### config.mk
export PLATFORM = sky130hd
export DESIGN_NAME = gpio_irq_ctrl
export DESIGN_NICKNAME = d
export VERILOG_FILES = /design/src/rtl/gpio_irq_pkg.sv /design/src/rtl/gpio_irq_sync.sv /design/src/rtl/gpio_irq_detect.sv /design/src/rtl/gpio_irq_status.sv /design/src/rtl/gpio_irq_ctrl.sv
export SDC_FILE = /design/constraint.sdc
export NUM_CORES = 1
export LEC_CHECK = 0
export BUFFER_PORTS_ARGS = -buffer_cell sky130_fd_sc_hd__buf_4
export CORE_MARGIN = 8
export CORE_UTILIZATION = 50
export CTS_BUF_LIST = sky130_fd_sc_hd__clkbuf_8
export DETAILED_ROUTE_END_ITERATION = 10
export PLACE_DENSITY = 0.77
export SLEW_MARGIN = 20
export SYNTH_ARGS = -nofsm -noshare
export SYNTH_HDL_FRONTEND = slang
export SYNTH_SLANG_ARGS = --single-unit
### constraint.sdc
create_clock -name clk -period 1.8 [get_ports clk]
set_input_delay 0.09 -clock clk [delete_from_list [all_inputs] [get_ports clk]]
set_output_delay 0.09 -clock clk [all_outputs]
set_load 0.005 [all_outputs]
### src/rtl/gpio_irq_pkg.sv
package gpio_irq_pkg;

  localparam logic [7:0] OFS_PIN_DATA = 8'h08;
  localparam logic [7:0] OFS_TRIG_LO  = 8'h0C;
  localparam logic [7:0] OFS_TRIG_HI  = 8'h10;
  localparam logic [7:0] OFS_ENABLE   = 8'h14;
  localparam logic [7:0] OFS_PENDING  = 8'h18;
  localparam logic [7:0] OFS_ANY_EDGE = 8'h1C;

  typedef enum logic [1:0] {
    TRIG_LOW  = 2'd0,
    TRIG_HIGH = 2'd1,
    TRIG_RISE = 2'd2,
    TRIG_FALL = 2'd3
  } trig_e;

  // Which trigger register holds the field of a pin.
  function automatic int trig_reg_of(input int pin, input int per_reg);
    return pin / per_reg;
  endfunction

  // Bit offset of the pin's field inside that register.
  function automatic int trig_bit_of(input int pin, input int per_reg);
    return 2 * (pin % per_reg);
  endfunction

  // Condition test for one pin from current and previous synchronized value.
  function automatic logic cond_met(input trig_e code, input logic any_edge,
                                    input logic cur, input logic prev);
    logic hit;
    if (any_edge) begin
      hit = cur ^ prev;
    end else begin
      unique case (code)
        TRIG_LOW:  hit = ~cur;
        TRIG_HIGH: hit = cur;
        TRIG_RISE: hit = cur & ~prev;
        default:   hit = ~cur & prev;
      endcase
    end
    return hit;
  endfunction

endpackage

### src/rtl/gpio_irq_sync.sv
module gpio_irq_sync #(
  parameter int WIDTH  = 32,
  parameter int STAGES = 2
) (
  input  logic             clk,
  input  logic             rst_n,
  input  logic [WIDTH-1:0] d_i,
  output logic [WIDTH-1:0] q_o
);

  logic [WIDTH-1:0] stage_q [STAGES];

  for (genvar s = 0; s < STAGES; s++) begin : g_stage
    if (s == 0) begin : g_first
      always_ff @(posedge clk or negedge rst_n) begin
        if (!rst_n) stage_q[s] <= '0;
        else        stage_q[s] <= d_i;
      end
    end else begin : g_next
      always_ff @(posedge clk or negedge rst_n) begin
        if (!rst_n) stage_q[s] <= '0;
        else        stage_q[s] <= stage_q[s-1];
      end
    end
  end

  assign q_o = stage_q[STAGES-1];

endmodule

### src/rtl/gpio_irq_detect.sv
module gpio_irq_detect
  import gpio_irq_pkg::*;
#(
  parameter int NUM_PINS = 32,
  parameter int DATA_W   = 32,
  localparam int PER_REG = DATA_W / 2,
  localparam int NREGS   = (NUM_PINS + PER_REG - 1) / PER_REG
) (
  input  logic                clk,
  input  logic                rst_n,
  input  logic [NUM_PINS-1:0] cur_i,
  input  logic [DATA_W-1:0]   trig_i [NREGS],
  input  logic [NUM_PINS-1:0] any_edge_i,
  output logic [NUM_PINS-1:0] hit_o
);

  logic [NUM_PINS-1:0] prev_q;

  always_ff @(posedge clk or negedge rst_n) begin
    if (!rst_n) prev_q <= '0;
    else        prev_q <= cur_i;
  end

  for (genvar p = 0; p < NUM_PINS; p++) begin : g_pin
    localparam int RIDX = trig_reg_of(p, PER_REG);
    localparam int BOFS = trig_bit_of(p, PER_REG);
    trig_e code;
    assign code     = trig_e'(trig_i[RIDX][BOFS +: 2]);
    assign hit_o[p] = cond_met(code, any_edge_i[p], cur_i[p], prev_q[p]);
  end

endmodule

### src/rtl/gpio_irq_status.sv
module gpio_irq_status #(
  parameter int NUM_PINS = 32,
  parameter int GROUPS   = 2,
  localparam int GSIZE   = NUM_PINS / GROUPS
) (
  input  logic                clk,
  input  logic                rst_n,
  input  logic [NUM_PINS-1:0] hit_i,
  input  logic [NUM_PINS-1:0] clr_i,
  input  logic [NUM_PINS-1:0] enable_i,
  output logic [NUM_PINS-1:0] pending_o,
  output logic [GROUPS-1:0]   req_o
);

  logic [NUM_PINS-1:0] pend_q;
  logic [GROUPS-1:0]   req_q;
  logic [NUM_PINS-1:0] gated;

  // Clear first, then set: a detection on the same edge wins.
  always_ff @(posedge clk or negedge rst_n) begin
    if (!rst_n) pend_q <= '0;
    else        pend_q <= (pend_q & ~clr_i) | hit_i;
  end

  assign gated = pend_q & enable_i;

  for (genvar g = 0; g < GROUPS; g++) begin : g_req
    always_ff @(posedge clk or negedge rst_n) begin
      if (!rst_n) req_q[g] <= 1'b0;
      else        req_q[g] <= |gated[g*GSIZE +: GSIZE];
    end
  end

  assign pending_o = pend_q;
  assign req_o     = req_q;

endmodule

### src/rtl/gpio_irq_ctrl.sv
module gpio_irq_ctrl
  import gpio_irq_pkg::*;
#(
  parameter int NUM_PINS    = 32,
  parameter int DATA_W      = 32,
  parameter int ADDR_W      = 8,
  parameter int SYNC_STAGES = 2,
  localparam int PER_REG    = DATA_W / 2,
  localparam int NREGS      = (NUM_PINS + PER_REG - 1) / PER_REG
) (
  input  logic                clk,
  input  logic                rst_n,
  input  logic [NUM_PINS-1:0] pins_i,
  input  logic                reg_wr_i,
  input  logic [ADDR_W-1:0]   reg_addr_i,
  input  logic [DATA_W-1:0]   reg_wdata_i,
  output logic [DATA_W-1:0]   reg_rdata_o,
  output logic                irq_lo_o,
  output logic                irq_hi_o
);

  logic [NUM_PINS-1:0] sync_w;
  logic [NUM_PINS-1:0] hit_w;
  logic [NUM_PINS-1:0] clr_w;
  logic [NUM_PINS-1:0] pending_w;
  logic [NUM_PINS-1:0] enable_q;
  logic [NUM_PINS-1:0] any_edge_q;
  logic [DATA_W-1:0]   trig_q [NREGS];
  logic [1:0]          req_w;

  // Register writes
  always_ff @(posedge clk or negedge rst_n) begin
    if (!rst_n) begin
      enable_q   <= '0;
      any_edge_q <= '0;
    end else if (reg_wr_i) begin
      if (reg_addr_i == ADDR_W'(OFS_ENABLE))   enable_q   <= reg_wdata_i[NUM_PINS-1:0];
      if (reg_addr_i == ADDR_W'(OFS_ANY_EDGE)) any_edge_q <= reg_wdata_i[NUM_PINS-1:0];
    end
  end

  for (genvar r = 0; r < NREGS; r++) begin : g_trig
    localparam logic [ADDR_W-1:0] OFS = ADDR_W'(OFS_TRIG_LO) + ADDR_W'(4 * r);
    always_ff @(posedge clk or negedge rst_n) begin
      if (!rst_n)                               trig_q[r] <= '0;
      else if (reg_wr_i && reg_addr_i == OFS)   trig_q[r] <= reg_wdata_i;
    end
  end

  assign clr_w = (reg_wr_i && reg_addr_i == ADDR_W'(OFS_PENDING))
               ? reg_wdata_i[NUM_PINS-1:0] : '0;

  gpio_irq_sync #(.WIDTH(NUM_PINS), .STAGES(SYNC_STAGES)) u_sync (
    .clk(clk), .rst_n(rst_n), .d_i(pins_i), .q_o(sync_w)
  );

  gpio_irq_detect #(.NUM_PINS(NUM_PINS), .DATA_W(DATA_W)) u_detect (
    .clk(clk), .rst_n(rst_n), .cur_i(sync_w), .trig_i(trig_q),
    .any_edge_i(any_edge_q), .hit_o(hit_w)
  );

  gpio_irq_status #(.NUM_PINS(NUM_PINS), .GROUPS(2)) u_status (
    .clk(clk), .rst_n(rst_n), .hit_i(hit_w), .clr_i(clr_w),
    .enable_i(enable_q), .pending_o(pending_w), .req_o(req_w)
  );

  assign irq_lo_o = req_w[0];
  assign irq_hi_o = req_w[1];

  // Read mux
  always_comb begin
    reg_rdata_o = '0;
    if (reg_addr_i == ADDR_W'(OFS_PIN_DATA)) reg_rdata_o = DATA_W'(sync_w);
    if (reg_addr_i == ADDR_W'(OFS_ENABLE))   reg_rdata_o = DATA_W'(enable_q);
    if (reg_addr_i == ADDR_W'(OFS_PENDING))  reg_rdata_o = DATA_W'(pending_w);
    if (reg_addr_i == ADDR_W'(OFS_ANY_EDGE)) reg_rdata_o = DATA_W'(any_edge_q);
    for (int r = 0; r < NREGS; r++) begin
      if (reg_addr_i == ADDR_W'(OFS_TRIG_LO) + ADDR_W'(4 * r)) reg_rdata_o = trig_q[r];
    end
  end

endmodule

## After elaboration in Yosys (flattened, before gate mapping)

Cells that the tools add are included.

- Flip-flop bits (word level): 258
- Bits in latches: 0
- RAM bits: 0
- Bits in read-only memories: 0
- Input port bits: 75
- Output and inout port bits: 34
- Logic and storage cells: 354
- Memories kept: 0

- Add/sub/neg operators: 0
- Multipliers: 0
- Div/mod/pow operators: 0
- Order comparisons: 0
- Equal/unequal tests: 70
- Shift operators: 0
- Multiplexer cells: 71
- Bitwise gates (word level): 164
- Reduce and logical (&&, ||, !) cells: 39

Operators by type and width:

| operator | count |
|---|---|
| 32-bit two-way mux | 7 |
| 1-bit one-hot mux with 3 select lines | 32 |
| 1-bit AND | 64 |
| 32-bit AND | 2 |
| 2-bit by 1-bit == test with 1-bit output (second input constant) | 32 |
| 2-bit == test (second input constant) | 32 |
| 2-bit zero test | 32 |
| 1-bit inverter | 64 |
| 8-bit by 5-bit == test with 1-bit output (second input constant) | 4 |
| 1-bit two-way mux | 32 |
| 32-bit inverter | 1 |
| 32-bit bitwise OR | 1 |
| 16-bit OR reduction | 2 |
| 1-bit XOR | 32 |
| 8-bit by 4-bit == test with 1-bit output (second input constant) | 2 |
| 2-bit AND reduction | 2 |
| 1-bit logical AND | 3 |

## Depth between registers and ports, before layout

Gate-level depths: netlist of the first run.

- Depth in word-level cells: 7
- Mapped depth: 7
- Depth with buffers taken out: 6

## Cells and area by module

A second synthesis of the first run with hierarchy kept.

- Cell total of the unflattened synthesis: 1104
- Area total of the unflattened synthesis: 13744.4 um^2

Modules (own cells, without submodules):

| module | times used | cells an instance | area each (um^2) | seq. area each (um^2) |
|---|---|---|---|---|
| gpio_irq_ctrl | 1 | 540 | 7205.7 | 3203.1 |
| gpio_irq_detect | 1 | 352 | 3283.1 | 800.8 |
| gpio_irq_sync | 1 | 96 | 1841.8 | 1601.5 |
| gpio_irq_status | 1 | 116 | 1413.9 | 850.8 |

## Worst setup path before layout of the first run

OpenSTA, ideal clock, no wires.

- Kind: in2reg
- Start: input reg_addr_i[7]
- End: register trig_q[33] (netlist bit)
- Library setup time: 0.125 ns
- Arrival: 1.535 ns
- Data required time: 1.675 ns
- Setup slack: 0.140 ns
- Stages on the path: 5
- Buffers on the path: 2
- Cells stage by stage: or3_4 > or4_1 > buf_2 > buf_6 > mux2_4

- Cells in the longest elaborated chain, start to end: 2

Ends and longest elaborated chain:

| what | line | RTL |
|---|---|---|
| from (decl) | gpio_irq_ctrl.sv:15 | `input logic [ADDR_W-1:0] reg_addr_i,` |
| 8-bit by 4-bit == test with 1-bit output | gpio_irq_ctrl.sv:46 | `else if (reg_wr_i && reg_addr_i == OFS) trig_q[r] <= reg_wdata_i;` |
| 1-bit logical AND | gpio_irq_ctrl.sv:46 |  |
| to (signal, indexed assignment) | gpio_irq_ctrl.sv:46 |  |
| to (decl) | gpio_irq_ctrl.sv:28 | `logic [DATA_W-1:0] trig_q [NREGS];` |

Every way passes these cells.
A chain may end at the register's enable or synchronous reset.

## Worst setup path after layout of the first run

- Start: register u_sync.stage_q, in the netlist u_sync.q_o[11]
- End: output reg_rdata_o[11]

- Cells in the longest elaborated chain, start to end: 6

Ends and longest elaborated chain:

| what | line | RTL |
|---|---|---|
| from (decl) | gpio_irq_sync.sv:11 | `logic [WIDTH-1:0] stage_q [STAGES];` |
| from (signal, indexed assignment) | gpio_irq_sync.sv:22 | `else stage_q[s] <= stage_q[s-1];` |
| 32-bit two-way mux | gpio_irq_ctrl.sv:73 | `if (reg_addr_i == ADDR_W'(OFS_PIN_DATA)) reg_rdata_o = DATA_W'(sync_w);` |
| 32-bit two-way mux | gpio_irq_ctrl.sv:74 | `if (reg_addr_i == ADDR_W'(OFS_ENABLE)) reg_rdata_o = DATA_W'(enable_q);` |
| 32-bit two-way mux | gpio_irq_ctrl.sv:75 | `if (reg_addr_i == ADDR_W'(OFS_PENDING)) reg_rdata_o = DATA_W'(pending_w);` |
| 32-bit two-way mux | gpio_irq_ctrl.sv:76 | `if (reg_addr_i == ADDR_W'(OFS_ANY_EDGE)) reg_rdata_o = DATA_W'(any_edge_q);` |
| 32-bit two-way mux (2 in series) | gpio_irq_ctrl.sv:78 | `if (reg_addr_i == ADDR_W'(OFS_TRIG_LO) + ADDR_W'(4 * r)) reg_rdata_o = trig_q[r];` |
| to (decl) | gpio_irq_ctrl.sv:17 | `output logic [DATA_W-1:0] reg_rdata_o,` |

Every way passes these cells.

==> results of run 1 <==
through the flow:
stage,instances,power (µW),setup TNS (ns)
final,1702,13000,-0.473
after global routing,1702,13600,-1.25
after CTS,1688,13100,-0.781
after detailed placement,1508,7810,-9.91
after global placement,1508,7750,-8.19
after floorplan,1077,7100,0
registers in the layout, indices dropped and copies added, names as in the netlist:
register,flops
u_status.req_o,2
any_edge_q,32
u_sync.q_o,32
enable_q,32
u_sync.stage_q,32
u_detect.prev_q,32
trig_q,64
u_status.pending_o,32
power by group through the flow:
| stage | clock [µW] | combinational, µW | sequential (µW) |
|---|---|---|---|
| final | 5030 | 1650 | 6320 |
| after floorplan | 0 | 752 | 6350 |
| after detailed placement | 0 | 1360 | 6450 |
| after global routing | 5420 | 1810 | 6340 |
| after CTS | 5140 | 1610 | 6310 |
| after global placement | 0 | 1310 | 6430 |
cell type report:
cell class | instances | area, µm² | area share
multi-input combinational | 665 | 5750 | 0.353
clock inverter | 20 | 106 | 0.00654
tap | 330 | 413 | 0.0254
sequential | 258 | 6480 | 0.398
timing repair buffer | 279 | 2440 | 0.150
inverter | 98 | 368 | 0.0226
clock buffer | 52 | 716 | 0.0440
cells in the final DEF, fill, tap and decap left out, types with 32 or more instances in the layout:
cell type / n
dfrtp_1: 237
buf_4: 197
inv_1: 112
mux2_2: 101
nand2_1: 67
dlygate4sd3_1: 65
ha_1: 64
clkbuf_8: 52
mux2i_1: 44
nor2_1: 36
mux2_4: 34
o21ai_0: 33
a221o_1: 32
layer usage:
layer  global-route usage  share of wire  vias to the layer above
met5                    0              0                        -
met1                0.309           0.40                     5062
met3               0.0414          0.082                      107
met4                0.101          0.036                        0
li1                     -              -                     4404
met2                0.380           0.48                      464
worst paths after layout:
check	slack, ns	cells past startpoint	from	end
worst min-delay path	0.08	2	rst_n	u_sync.stage_q[36]
min in group clk	0.16	4	reg_wr_i	trig_q[14]
worst max-delay path	-0.1	5	u_sync.q_o[11]	reg_rdata_o[11]
worst max register to register	0.22	4	u_status.pending_o[9]	u_status.req_o[0]
max in group asynchronous	0.99	3	rst_n	u_sync.q_o[16]
worst min register to register	0.33	0	u_sync.stage_q[35]	u_sync.q_o[3]
what timing repair did:
item                                    in CTS  in global routing
endpoints found under the hold margin      450                  0
pin swaps                                   24                 28
gates cloned                                 0                  1
hold buffers                                65                  0
gates resized for setup                     52                 26
endpoints found under the setup margin      30                 31
buffers inserted                            48                 13
worst reg2reg max path, cell delays in order (launching register included):
cell	delay, ns
dfrtp_1	0.38
buf_4	0.15
a22o_1	0.21
a221oi_1	0.45
nand4_1	0.23
cell families after synthesis:
kind of cell               Yosys count  share of synthesized area
DFF                                258                      0.510
muxes                              184                      0.169
buffers and inverters              154                     0.0496
xor gates and xnor gates            31                     0.0215
AOI/OAI and AO/OA                  234                      0.133
and+or+nand+nor                    152                     0.0536
adders and majority gates           64                     0.0633
==> flow_summary.toml, run 1 <==
[floorplan]
initial_core_util = 0.505
core_area_um2 = 25000
die_h_um = 175
dieWidth_um = 175
die_area_um2 = 30600
fp-row-count = 58
ios = 109

[finish]
fin_nets = 1485
final_util = 0.650
synthToLayoutAreaGrowth_pct = 28.6
num-fill-cells = 1839
design_area_um2 = 16300
n_antenna_cell = 0
drive_above_1_share = 0.341

[yosys]
ys_types = 41
synth_area_leader_cell = "dfrtp_1"
yosys-top-cells-area = "dfrtp_1, mux2_2, ha_1, mux2_4, mux2i_1"
synth_common_cells = "dfrtp_1, mux2_2, inv_1, nand2_1, ha_1"
ys_warn_count = 0
synth_edf_count = 0
yosysMostFrequentCell = "dfrtp_1"
syn_area_per_cell_um2 = 11.7
synth_top_area_frac = 0.510
ys.flop_type = "dfrtp_1"
synth_area_um2 = 12700
ys_seq_area_frac = 0.510
synthesis.nets = 1216
ys_async_sr_fraction = 1.00
ys_seq_elements = 258
syn_inst = 1077

[power_and_ir_drop]
ir_worst_vdd_mv = 0.511
netSwitchingFraction = 0.259
p_clk_frac = 0.387
pwr-share-comb = 0.127
power.density_nw_per_um2 = 799
p_leak_uw = 0.00773
p_seq_frac = 0.486
switchingPower_uw = 3370
p_int_uw = 9630

[timing]
min_period_over_period = 1.05
worstMarginPinSlew_ns = 0.545
timing.slew.headroom = 0.637
max_freq_mhz = 527
rsz0062_at_grt = "yes"
setup-violations-final = 9
hold_viol = 0
finalCriticalPeriod_ns = 1.90
fin_skew_ns = 0.0350
fin_hold_ws_ns = 0.0812
worst_slack_ns = -0.0986
final_max_slew_viol_count = 0

[global_route]
grt_max_degree = 62
grt_pass1_wl_um = 57600
antenna_found_initial = 0
grt_pass1_vias = 10400
overflow = 0
gr-usage-all-layers = 0.236

[detailed_routing]
drt_wl_total_um = 36300
dr_total_vias = 10000
vias_per_cell = 5.90
antenna_left = 0
first_pass_iters = 7
wl_per_cell_um = 21.3
drt_iter0_drc = 849
drc_errors = 0

[worst_setup_path]
cp_top_family = "flip-flops"
worstPathMaxFanout = 2
critical-path-max-stage-delay_ns = 0.43
crit_required_ns = 1.71
critical_path_class = "register to output pin"
slowest_stage = "dfrtp_2"
critPathCaptureType = "output pin"
cp_cell_sequence = "mux2_4 > o221ai_2 > o21a_1 > nor3_2 > buf_4"
worstPathArrival_ns = 1.81
cp-start-kind = "register"
crit_buf_inv = 1

[placed_design]
dp_hpwl_um = 24000
placed_area_um2 = 14200
port_buffers = 108
post-place-ws_ns = -0.145
gp_congestion = 0.844

[cts]
cts_tree = "done"
root_buffer = "clkbuf_8"
cts_buffers = 44
clk_transition_reported_paths_ns = 0.06
cts.htree.levels = 2
clk_latency_ns = 0.56
cts.path.max_buffers = 3
clock-sinks = 258

[run]
drv_cap = 0

[outcome]
violations = "setup timing"
status = "finished with violations"

[hold_path]
min_path_type = "input port to async pin"
Power figures use the tool's default switching activity.
==> inputs of run 2 (changes only) <==
- ABC_AREA: default -> 1
==> run 2 against run 1 <==
The flow now finishes without violations. Register-to-register slack improved by 0.22 ns. Utilization decreased by 1.6 points. Critical endpoint is now reg_rdata_o[26]. Combinational power decreased by 28%.
==> flow_summary.toml, run 2 <==
[global_route]
overflow = 0
antenna_found_initial = 0
grt_pass1_vias = 10800
grt_pass1_wl_um = 55000
gr-usage-all-layers = 0.221
grt_max_degree = 66

[timing]
timing.slew.headroom = 0.687
final_max_slew_viol_count = 0
setup-violations-final = 0
finalCriticalPeriod_ns = 1.73
fin_skew_ns = 0.0244
worstMarginPinSlew_ns = 0.469
fin_hold_ws_ns = 0.0457
min_period_over_period = 0.959
hold_viol = 0
max_freq_mhz = 579

[yosys]
ys_types = 27
ys.flop_type = "dfrtp_1"
synth_common_cells = "nand2_1, dfrtp_1, o21ai_0, inv_1, nor2_1"
ys_warn_count = 0
syn_inst = 1438
yosys-top-cells-area = "dfrtp_1, nand2_1, o21ai_0, ha_1, inv_1"
ys_async_sr_fraction = 1.00
synth_edf_count = 0
yosysMostFrequentCell = "nand2_1"
syn_area_per_cell_um2 = 8.65
synth_top_area_frac = 0.519
ys_seq_area_frac = 0.519
ys_seq_elements = 258
synthesis.nets = 1577
synth_area_leader_cell = "dfrtp_1"
synth_area_um2 = 12400

[finish]
drive_above_1_share = 0.168
n_antenna_cell = 0
final_cell_mix = "nand2_1, dfrtp_1, o21ai_0"
design_area_um2 = 15500
num-fill-cells = 2017
synthToLayoutAreaGrowth_pct = 24.2
largest_register_ffs = 64
layout_commonest_cell = "nand2_1"
fin_nets = 1784
regMostFlops = "trig_q"
final_cells = 1999

[cts]
cts_buffers = 44
root_buffer = "clkbuf_8"
cts.htree.levels = 2
clk_latency_ns = 0.56
clock-sinks = 258
clk_transition_reported_paths_ns = 0.06
cts.path.max_buffers = 3
cts_tree = "done"

[worst_setup_path]
reg2reg_slack_ns = 0.44
r2r_cells = 7
cp-start-kind = "register"
critical_path_class = "register to output pin"
crit_start = "u_sync.q_o[26]"
worstPathMaxFanout = 3
r2r-start = "u_sync.q_o[23]"
timing.rr.end = "u_status.pending_o[23]"
critPathCaptureType = "output pin"
worstPathArrival_ns = 1.64
crit_required_ns = 1.71

[placed_design]
dp_hpwl_um = 22400
gp_congestion = 0.871
placed_area_um2 = 13700
dp_cells = 1842
port_buffers = 108

[detailed_routing]
dr_total_vias = 10700
first_pass_iters = 5
wl_per_cell_um = 16.9
antenna_left = 0
drt_wl_total_um = 33700
drc_errors = 0
vias_per_cell = 5.37
drt_iter0_drc = 875

[floorplan]
ios = 109
core_area_um2 = 24400
dieWidth_um = 174
initial_core_util = 0.510
die_h_um = 174
fp-row-count = 57
die_area_um2 = 30200

[run]
drv_cap = 0

[power_and_ir_drop]
netSwitchingFraction = 0.249
p_seq_frac = 0.485
switchingPower_uw = 3250
pwr-share-comb = 0.091
p_int_uw = 9810
total_power_uw = 13100
p_leak_uw = 0.00762
ir_worst_vdd_mv = 0.652
power.density_nw_per_um2 = 845
p_clk_frac = 0.425

[outcome]
status = "completed"

[hold_path]
min_path_type = "input port to async pin"
## run 2: cell count changes in the layout (fill, tap and decap cells not counted), sizes merged, moves of 45 or more
cell | before | now
mux2 | 138 | 0
o21ai | 49 | 244
mux2i | 45 | 0
buf | 214 | 149
inv | 113 | 182
nand2 | 67 | 366
## run 2: worst max-delay path by stage
stage	end	cells past startpoint
floorplan	u_status.pending_o[31]	8
global placement	reg_rdata_o[13]	10
detailed placement	enable_q[18]	9
CTS	reg_rdata_o[18]	5
global route	reg_rdata_o[13]	5
finish	reg_rdata_o[26]	5
## run 2: cell families after synthesis
family,Yosys count,share of synthesized area
AND/OR/NAND/NOR,581,0.204
AO/OA/AOI/OAI,309,0.139
flip-flops,258,0.519
buffers and inverters,226,0.0743
adder cells (fa/ha/maj),64,0.0643
## run 2: cell type report
class / count / area (µm²) / area share
clock inverter: 17 / 126 / 0.00818
inverter: 173 / 649 / 0.0420
timing repair buffer: 214 / 1930 / 0.125
clock buffer: 59 / 812 / 0.0525
tap: 324 / 405 / 0.0262
multi-input combinational: 954 / 5070 / 0.328
sequential: 258 / 6460 / 0.418
## run 2: through the flow
stage | utilization | TNS, ns | setup slack, ns
2_1_floorplan | - | 0 | 0.670
3_3_place_gp | 0.563 | 0 | 0.196
3_5_place_dp | 0.563 | 0 | 0.127
4_1_cts | 0.628 | 0 | 0.000316
5_1_grt | 0.634 | -0.0101 | -0.00610
6_report | 0.634 | 0 | 0.0740
## run 2: per-layer routing
| metal | track usage | up-vias | routed length [µm] |
|---|---|---|---|
| li1 | - | 5110 | - |
| met1 | 0.280 | 5188 | 14100 |
| met2 | 0.370 | 387 | 16500 |
| met3 | 0.0436 | 55 | 2270 |
| met4 | 0.0812 | 0 | 799 |
| met5 | 0 | - | 0 |
## run 2: critical path, stage by stage (launching register included)
cell and delay [ns]:
dfrtp_1 0.40, inv_2 0.08, o21ai_0 0.08, nor2_1 0.19
nand4_1 0.17, buf_4 0.17
## run 2: power groups by stage
stage	combinational [µW]	sequential [µW]	clock [µW]
after floorplan	559	6330	0
after global placement	992	6410	0
after detailed placement	1030	6420	0
after CTS	1160	6320	5670
after global routing	1340	6360	5900
final	1180	6330	5550
## run 2: timing repair
item	CTS	global route
hold buffers	65	0
endpoints found under the hold margin	437	0
cloned	0	0
gates resized for setup	1	19
pin swaps	0	12
setup buffers	0	16
endpoints found under the setup margin	1	14
==> inputs of run 3 (changes only) <==
- CORE_ASPECT_RATIO: default -> 2
==> run 3 against run 2 <==
Sequential power hardly changed. Sequential share of layout area is 0.76 points higher. Utilization is 1.2 points lower. Global-route usage is 2.2 points higher. Critical path depth stayed put. Clock skew is 0.013 ns lower. First-iteration DRC count is 2.5% higher. Die area is 1.0% higher. Worst setup slack worse by 0.0046 ns. Hold slack worse by 0.0060 ns. Flip-flop and latch count stayed put. Wire length is 7.5% higher. Largest cell class unchanged.
==> flow_summary.toml, run 3 (synthesis gave the netlist of run 2 again) <==
[global_route]
met3_usage = 0.0445
overflow = 0
grt_most_used_layer = "met2"
met2_usage = 0.421
antenna_found_initial = 0
gr-usage-all-layers = 0.244
grt_pass1_wl_um = 58100
use_met1 = 0.253
grt_pass1_vias = 11200
grt_max_degree = 65

[power_and_ir_drop]
p_leak_uw = 0.00747
netSwitchingFraction = 0.259
switchingPower_uw = 3150
ir_worst_vdd_mv = 0.576
p_int_uw = 9030
pwr-share-comb = 0.096
p_clk_frac = 0.383
power.density_nw_per_um2 = 803
p_seq_frac = 0.521

[worst_setup_path]
slowest_stage = "dfrtp_1"
cp_cell_sequence = "inv_1 > o21ai_0 > nor2_1 > nand4_1 > buf_4"
worstPathArrival_ns = 1.64
timing.rr.end = "u_status.pending_o[16]"
critical-path-max-stage-delay_ns = 0.43
crit_start = "u_sync.q_o[20]"
cp_top_family = "flip-flops"
r2r_cells = 8
critPathCaptureType = "output pin"
worstPathMaxFanout = 4
crit_buf_inv = 2
r2r-start = "u_sync.q_o[16]"
path_depth = 5
critPathCapture = "reg_rdata_o[20]"
cp-start-kind = "register"
critical_path_class = "register to output pin"
reg2reg_slack_ns = 0.37
crit_required_ns = 1.71

[detailed_routing]
drt_iter0_drc = 897
antenna_left = 0
drc_errors = 0
dr_total_vias = 10900
first_pass_iters = 6
vias_per_cell = 5.52
wl_per_cell_um = 18.3
drt_wl_total_um = 36200

[placed_design]
port_buffers = 108
placed_area_um2 = 13800
dp_cells = 1847
gp_congestion = 0.891
dp_hpwl_um = 24400

[floorplan]
fp-row-count = 81
die_h_um = 239
initial_core_util = 0.510
core_area_um2 = 24400
ios = 109
die_area_um2 = 30500
dieWidth_um = 128

[run]
drv_cap = 0

[cts]
cts.path.max_buffers = 3
clk_latency_ns = 0.54
cts_buffers = 38
clock-sinks = 258
cts_tree = "done"
clk_transition_reported_paths_ns = 0.06
root_buffer = "clkbuf_8"
cts.htree.levels = 2

[finish]
layout_commonest_cell = "nand2_1"
final_util = 0.621
regMostFlops = "trig_q"
synthToLayoutAreaGrowth_pct = 22.0
final_cell_mix = "nand2_1, dfrtp_1, o21ai_0"
n_antenna_cell = 0
largest_register_ffs = 64
drive_above_1_share = 0.148
final_cells = 1979
fin_nets = 1761
design_area_um2 = 15200

[timing]
final_max_slew_viol_count = 0
hold_viol = 0
setup_tns_ns = 0
max_freq_mhz = 578
min_period_over_period = 0.961
fin_skew_ns = 0.0111
rsz0062_at_grt = "yes"
finalCriticalPeriod_ns = 1.73
setup-violations-final = 0
timing.slew.headroom = 0.609
worstMarginPinSlew_ns = 0.586

[outcome]
status = "completed"

[hold_path]
min_path_type = "input port to async pin"
-- run 3: power by group through the flow --
| stage | Sequential [µW] | Clock [µW] | Combinational (µW) |
|---|---|---|---|
| CTS | 6330 | 4780 | 1170 |
| global placement | 6420 | 0 | 996 |
| finish | 6340 | 4670 | 1170 |
| detailed placement | 6440 | 0 | 1050 |
| global route | 6370 | 5010 | 1320 |
| floorplan | 6330 | 0 | 559 |
-- run 3: routing by layer --
layer  up-vias  wire, µm
li1       5058         -
met1      5165     12400
met2       513     18300
met3       181      2440
met4         0      3060
met5         -         0
-- run 3: metrics by stage --
step / hold slack (ns) / setup WS [ns] / power [µW]
after global placement: 0.0185 / 0.260 / 7420
final: 0.0396 / 0.0694 / 12200
after global routing: 0.0699 / -0.0427 / 12700
after CTS: 0.0571 / 0.0131 / 12300
after floorplan: -0.206 / 0.670 / 6890
after detailed placement: 0.0197 / 0.247 / 7490
-- run 3: repair_timing --
action / 4_1_cts / 5_1_grt
setup endpoints to repair: 2 / 5
buffers inserted: 1 / 0
hold endpoints to repair: 420 / 0
hold buffers: 66 / 0
pin swaps: 2 / 3
resized for setup: 2 / 7
-- run 3: worst min path at each step --
stage                from             endpoint  slack (ns)  depth (start not counted)
global route        rst_n       u_sync.q_o[31]        0.07                          2
detailed placement  rst_n  u_detect.prev_q[27]        0.02                          1
CTS                 rst_n  u_detect.prev_q[27]        0.06                          2
global placement    rst_n  u_detect.prev_q[27]        0.02                          1
finish              rst_n  u_detect.prev_q[27]        0.04                          2
floorplan           rst_n        any_edge_q[0]       -0.21                          0
-- run 3: cell type report --
class	count	area (µm²)
clock inverters	16	70.1
repair buffers	197	1840
multi-input cells	954	5070
inverters	173	649
clock buffers	49	674
well taps	332	415
flip-flops and latches	258	6460
fillers	2049	9250
